$ cat src/rtl/sb_pkg.sv
package sb_pkg;

    // Per-entry status bits
    typedef struct packed {
        logic live;    // entry belongs to the current stream
        logic issued;  // request for this block has been accepted
        logic dvalid;  // data for this block has been captured
    } sb_flags_t;

    // Outcome of comparing a lookup with the oldest entry
    typedef enum logic [1:0] {
        LK_NONE    = 2'd0,
        LK_HIT     = 2'd1,
        LK_PEND    = 2'd2,
        LK_RESTART = 2'd3
    } lk_kind_e;

endpackage

$ cat src/rtl/sb_pick.sv
// Finds the first set bit of mask, scanning circularly from base.
module sb_pick #(
    parameter int N  = 4,
    parameter int PW = 2
) (
    input  logic [N-1:0]  mask,
    input  logic [PW-1:0] base,
    output logic          found,
    output logic [PW-1:0] idx
);
    logic [PW-1:0] slot;

    always_comb begin
        found = 1'b0;
        idx   = base;
        slot  = base;
        for (int k = N - 1; k >= 0; k--) begin
            slot = base + PW'(k);
            if (mask[slot]) begin
                found = 1'b1;
                idx   = slot;
            end
        end
    end
endmodule

$ cat src/rtl/sb_head_cmp.sv
// Classifies a lookup against the oldest entry.
module sb_head_cmp #(
    parameter int BLK_W = 27
) (
    input  logic              lk_valid,
    input  logic              lk_cache_hit,
    input  logic [BLK_W-1:0]  lk_blk,
    input  logic [BLK_W-1:0]  head_blk,
    input  logic              head_live,
    input  logic              head_dvalid,
    output sb_pkg::lk_kind_e  kind
);
    always_comb begin
        if (!lk_valid || lk_cache_hit) begin
            kind = sb_pkg::LK_NONE;
        end else if (head_live && (head_blk == lk_blk)) begin
            kind = head_dvalid ? sb_pkg::LK_HIT : sb_pkg::LK_PEND;
        end else begin
            kind = sb_pkg::LK_RESTART;
        end
    end
endmodule

$ cat src/rtl/stream_buf.sv
module stream_buf #(
    parameter int ADDR_W    = 32,
    parameter int DEPTH     = 4,
    parameter int BLK_SHIFT = 5,
    parameter int DATA_W    = 256,
    parameter int EPOCH_W   = 2
) (
    input  logic                        clk,
    input  logic                        rst_n,
    input  logic                        lk_valid,
    input  logic [ADDR_W-1:0]           lk_addr,
    input  logic                        lk_cache_hit,
    output logic                        sb_hit,
    output logic                        sb_pending,
    output logic [DATA_W-1:0]           sb_data,
    output logic                        pf_req_valid,
    input  logic                        pf_req_ready,
    output logic [ADDR_W-BLK_SHIFT-1:0] pf_req_blk,
    output logic [EPOCH_W-1:0]          pf_req_epoch,
    input  logic                        pf_rsp_valid,
    input  logic [EPOCH_W-1:0]          pf_rsp_epoch,
    input  logic [DATA_W-1:0]           pf_rsp_data
);
    import sb_pkg::*;

    localparam int BLK_W = ADDR_W - BLK_SHIFT;
    localparam int PTR_W = (DEPTH > 1) ? $clog2(DEPTH) : 1;

    typedef struct packed {
        sb_flags_t [DEPTH-1:0]             flg;
        logic      [DEPTH-1:0][BLK_W-1:0]  blk;
        logic      [DEPTH-1:0][DATA_W-1:0] dat;
        logic      [PTR_W-1:0]             head;
        logic      [EPOCH_W-1:0]           epoch;
    } st_t;

    st_t st_d, st_q;

    logic [BLK_W-1:0]     lk_blk;
    logic [BLK_SHIFT-1:0] lk_offset_unused;
    lk_kind_e             kind;
    logic [DEPTH-1:0]     req_mask, rsp_mask;
    logic                 req_found, rsp_found;
    logic [PTR_W-1:0]     req_idx, rsp_idx;
    logic [PTR_W-1:0]     tail;
    logic                 req_fire, rsp_take;

    assign lk_blk           = lk_addr[ADDR_W-1:BLK_SHIFT];
    assign lk_offset_unused = lk_addr[BLK_SHIFT-1:0];
    assign tail             = st_q.head - PTR_W'(1);

    // Masks of entries waiting for a request / waiting for data
    always_comb begin
        for (int i = 0; i < DEPTH; i++) begin
            req_mask[i] = st_q.flg[i].live && !st_q.flg[i].issued;
            rsp_mask[i] = st_q.flg[i].live && st_q.flg[i].issued && !st_q.flg[i].dvalid;
        end
    end

    sb_pick #(.N(DEPTH), .PW(PTR_W)) u_req_pick (
        .mask  (req_mask),
        .base  (st_q.head),
        .found (req_found),
        .idx   (req_idx)
    );

    sb_pick #(.N(DEPTH), .PW(PTR_W)) u_rsp_pick (
        .mask  (rsp_mask),
        .base  (st_q.head),
        .found (rsp_found),
        .idx   (rsp_idx)
    );

    sb_head_cmp #(.BLK_W(BLK_W)) u_head_cmp (
        .lk_valid     (lk_valid),
        .lk_cache_hit (lk_cache_hit),
        .lk_blk       (lk_blk),
        .head_blk     (st_q.blk[st_q.head]),
        .head_live    (st_q.flg[st_q.head].live),
        .head_dvalid  (st_q.flg[st_q.head].dvalid),
        .kind         (kind)
    );

    assign pf_req_valid = req_found;
    assign pf_req_blk   = st_q.blk[req_idx];
    assign pf_req_epoch = st_q.epoch;
    assign sb_hit       = (kind == LK_HIT);
    assign sb_pending   = (kind == LK_PEND);
    assign sb_data      = st_q.dat[st_q.head];

    assign req_fire = req_found && pf_req_ready;
    assign rsp_take = pf_rsp_valid && rsp_found && (pf_rsp_epoch == st_q.epoch);

    always_comb begin
        st_d = st_q;
        if (kind == LK_RESTART) begin
            st_d.epoch = st_q.epoch + EPOCH_W'(1);
            st_d.head  = '0;
            for (int i = 0; i < DEPTH; i++) begin
                st_d.blk[i]        = lk_blk + BLK_W'(i + 1);
                st_d.flg[i].live   = 1'b1;
                st_d.flg[i].issued = 1'b0;
                st_d.flg[i].dvalid = 1'b0;
            end
        end else begin
            if (req_fire) begin
                st_d.flg[req_idx].issued = 1'b1;
            end
            if (rsp_take) begin
                st_d.flg[rsp_idx].dvalid = 1'b1;
                st_d.dat[rsp_idx]        = pf_rsp_data;
            end
            if (kind == LK_HIT) begin
                // freed oldest slot becomes the newest, one block past the old newest
                st_d.blk[st_q.head]        = st_q.blk[tail] + BLK_W'(1);
                st_d.flg[st_q.head].live   = 1'b1;
                st_d.flg[st_q.head].issued = 1'b0;
                st_d.flg[st_q.head].dvalid = 1'b0;
                st_d.head                  = st_q.head + PTR_W'(1);
            end
        end
    end

    always_ff @(posedge clk or negedge rst_n) begin
        if (!rst_n) begin
            st_q <= '0;
        end else begin
            st_q <= st_d;
        end
    end
endmodule

$ cat config.mk
export PLATFORM = sky130hd
export DESIGN_NAME = stream_buf
export DESIGN_NICKNAME = d
export VERILOG_FILES = /design/src/rtl/sb_pkg.sv /design/src/rtl/sb_pick.sv /design/src/rtl/sb_head_cmp.sv /design/src/rtl/stream_buf.sv
export SDC_FILE = /design/constraint.sdc
export NUM_CORES = 2
export LEC_CHECK = 0
export ABC_AREA = 0
export BUFFER_PORTS_ARGS = -buffer_cell sky130_fd_sc_hd__buf_2
export CORE_UTILIZATION = 50
export DETAILED_ROUTE_END_ITERATION = 8
export PLACE_DENSITY = 0.79
export SLEW_MARGIN = 20
export SYNTH_ARGS = -nofsm -noshare
export SYNTH_HDL_FRONTEND = slang
export SYNTH_SLANG_ARGS = --single-unit
export TNS_END_PERCENT = 50
$ cat constraint.sdc
create_clock -name clk -period 7.99 [get_ports clk]
set_input_delay 0.3995 -clock clk [delete_from_list [all_inputs] [get_ports clk]]
set_output_delay 0.3995 -clock clk [all_outputs]
set_load 0.05 [all_outputs]
==> impl_metrics.py <==
metrics = {
    "clock_network": {
        "clock-sinks": 1148,
        "insertion_delay_ps": 720,
        "htreeDepth": 3,
        "ctsResizeCount": 0,
        "cts_tree": "yes",
        "post_cts_buffers": 0,
        "root_buffer": "clkbuf_16",
        "cts.path.max_buffers": 3,
        "cts_buffers": 115,
        "clk_pin_slew_ps": 60,
    },
    "setup_path": {
        "cp_max_fo": 85,
        "cp_num_buf_inv": 2,
        "crit_family": "simple AND/OR/NAND/NOR gates",
        "crit_type": "reg -> reg",
        "slowest_delay_ps": 910,
        "cp.arrival_ps": 6320,
        "start_kind": "flip-flop",
        "cp_slowest_cell": "dfrtp_4",
        "crit_chain": "mux4_2 > xnor2_1 > nand4b_1 > or4b_1 > or4_1 > o21a_1 > buf_4 > nor3_4 > buf_12 > mux2_2",
        "cp_data_required_time_ps": 8580,
        "worstSetupEndpointType": "flip-flop",
    },
    "sta": {
        "worst_slew_pin_slew_ps": 1150,
        "relSlewSlack": 0.232,
        "drv_slew": 0,
        "finalSetupViolCount": 0,
        "fmax_mhz": 175,
        "setup_tns_ps": 0,
        "finClkSkew_ps": 38.1,
        "min_period_ps": 5730,
        "finalHoldViolations": 0,
        "rsz0062_at_grt": "no",
        "setup_ws_ps": 2260,
        "finalCritPeriodShare": 0.717,
    },
    "synthesis": {
        "ys_ff_latch": 1148,
        "yosysUniqueCellTypes": 55,
        "syn_inst": 3509,
        "async_flop_share": 1.00,
        "synthFlopType": "dfrtp_1",
        "synth_area_um2": 54500,
        "synth.area.top_cells": "dfrtp_1, mux2_2, mux4_2",
        "synthTopCellsByCount": "dfrtp_1, mux2_2, mux4_2",
        "seq_area_frac_synth": 0.527,
        "synth_edf_count": 0,
        "syn_avg_cell_area_um2": 15.5,
        "yosys.area.top_type": "dfrtp_1",
        "synthesis.nets": 3815,
        "synth.most_common_cell": "dfrtp_1",
        "synth_warnings": 0,
        "synth_top_cell_area_share": 0.527,
    },
    "pwr": {
        "leakage_nw": 28.9,
        "ir_drop_mv": 0.323,
        "power_per_cell_area_nw_per_um2": 354,
    },
    "floorplanning": {
        "core_um2": 108000,
        "fp.dieH_um": 332,
        "rows": 120,
        "initial_utilization": 0.507,
        "die_area_um2": 110000,
        "die_width_um": 332,
        "ioPinCount": 584,
    },
    "final_layout": {
        "layout-drive-gt1-share": 0.495,
        "fin_nets": 4559,
        "fill_cells": 7838,
        "syn2layout_area_growth_pct": 18.6,
    },
    "route": {
        "postRouteAntennaNets": 0,
        "drt_first_iter_violations": 2770,
        "drcViolationCount": 0,
        "vias_per_cell": 6.00,
        "wl_mm": 141,
        "drt_first_pass_iters": 5,
        "wl_per_cell_um": 24.4,
        "num_vias": 34591,
    },
    "placement": {
        "place_hpwl_mm": 85.5,
        "port_buffers": 578,
        "gp_congestion": 0.913,
        "dp_slack_ps": 2220,
    },
    "status": {
        "status": "completed",
    },
    "hold_path": {
        "hp-class": "in -> reg",
    },
    "global_route": {
        "grt_max_degree": 187,
        "antenna_found_initial": 17,
        "grt_pass1_wl_mm": 221,
        "grt.overflow.total": 0,
        "grt_pass1_vias": 37057,
        "grt.total_usage": 0.255,
    },
    "run": {
        "drv_cap": 0,
    },
}
-- worst reg2reg max path, delay by kind of cell (launching register included) --
family / cells / cell delay [ps]
and+or+nand+nor: 4 / 2090
DFF: 1 / 910
xor gates and xnor gates: 1 / 460
AOI/OAI and AO/OA: 1 / 280
muxes: 2 / 1120
buffers and inverters: 2 / 760
-- flip-flops by register name (all words and copies together) (netlist names) --
| name | flops |
|---|---|
| pf_req_epoch | 2 |
| st_q | 1146 |
-- final cells by class --
type | instances | area [um^2] | share of cell area
clock inverters | 36 | 424 | 0.00656
well taps | 1403 | 1760 | 0.0272
clock buffers | 179 | 3460 | 0.0535
repair buffers | 894 | 6170 | 0.0955
diodes | 10 | 25.0 | 0.000387
flip-flops and latches | 1148 | 28700 | 0.445
multi-input cells | 2083 | 24000 | 0.372
inverters | 11 | 41.3 | 0.000639
-- metrics by stage --
stage               area [um^2]  hold WS (ps)   util  cells  power [mW]
floorplan                 54500           104      -   3509        15.1
global placement          58100           421  0.541   5282        16.9
detailed placement        58100           436  0.541   5282        17.2
CTS                       64600          74.7  0.601   5754        22.8
global route              64600           102  0.601   5764        23.8
finish                    64600           128  0.601   5764        22.9
-- cells in the final DEF, fill, tap and decap left out, types with 17 or more instances in the layout --
cell and instances:
dfrtp_1 1146, nand4_1 19, a221o_1 85, clkbuf_16 115, nor2_1 119, dlygate4sd3_1 257
clkbuf_8 34, mux2_2 986, buf_4 38, nand3_1 29, mux2i_1 55, nand2_1 86
mux2_1 40, buf_2 577, mux4_2 327, xor2_1 77, xnor2_1 77, nor3_1 17
o21ai_0 23, buf_12 20, clkbuf_1 30, clkinv_2 22
-- cell families after synthesis --
kind of cell,Yosys count,synth area share
multiplexers,1408,0.357
XOR/XNOR,155,0.0249
adder cells (fa/ha/maj),10,0.00230
AO/OA/AOI/OAI,160,0.0245
flip-flops,1148,0.527
AND/OR/NAND/NOR,350,0.0307
buffers and inverters,278,0.0331
-- repair_timing --
action | in CTS | in global routing
setup endpoints to repair | 0 | 0
endpoints found under the hold margin | 1088 | 0
hold buffers | 257 | 0
-- report_power, final --
| group | switching, mW | total, mW | internal [mW] |
|---|---|---|---|
| sequential | 1.17 | 9.07 | 7.90 |
| clock | 2.32 | 5.46 | 3.14 |
| combinational | 4.92 | 8.35 | 3.43 |
| total | 8.41 | 22.9 | 14.5 |
-- path summary, 6_finish.rpt --
| path | slack, ps | cells past startpoint | endpoint | from |
|---|---|---|---|---|
| worst max-delay path | 2260 | 10 | st_q[65]$_DFFE_PN0P_ | st_q[2]$_DFFE_PN0P_ |
| worst min-delay path | 130 | 3 | st_q[1135]$_DFFE_PN0P_ | lk_addr[31] |
| worst max register to register | 2260 | 10 | st_q[65]$_DFFE_PN0P_ | st_q[2]$_DFFE_PN0P_ |
| worst min register to register | 480 | 1 | st_q[237]$_DFFE_PN0P_ | st_q[237]$_DFFE_PN0P_ |
| max in group asynchronous | 5740 | 4 | st_q[954]$_DFFE_PN0P_ | rst_n |
| min in group asynchronous | 260 | 2 | st_q[654]$_DFFE_PN0P_ | rst_n |
-- layer usage --
metal,share of wire,up-vias,GRT usage
met3,0.069,337,0.0552
met1,0.39,18205,0.328
met5,0.00065,-,0
met2,0.49,1379,0.416
li1,-,14656,-
met4,0.046,14,0.113
Note: power is estimated with default switching activity, not from simulation.
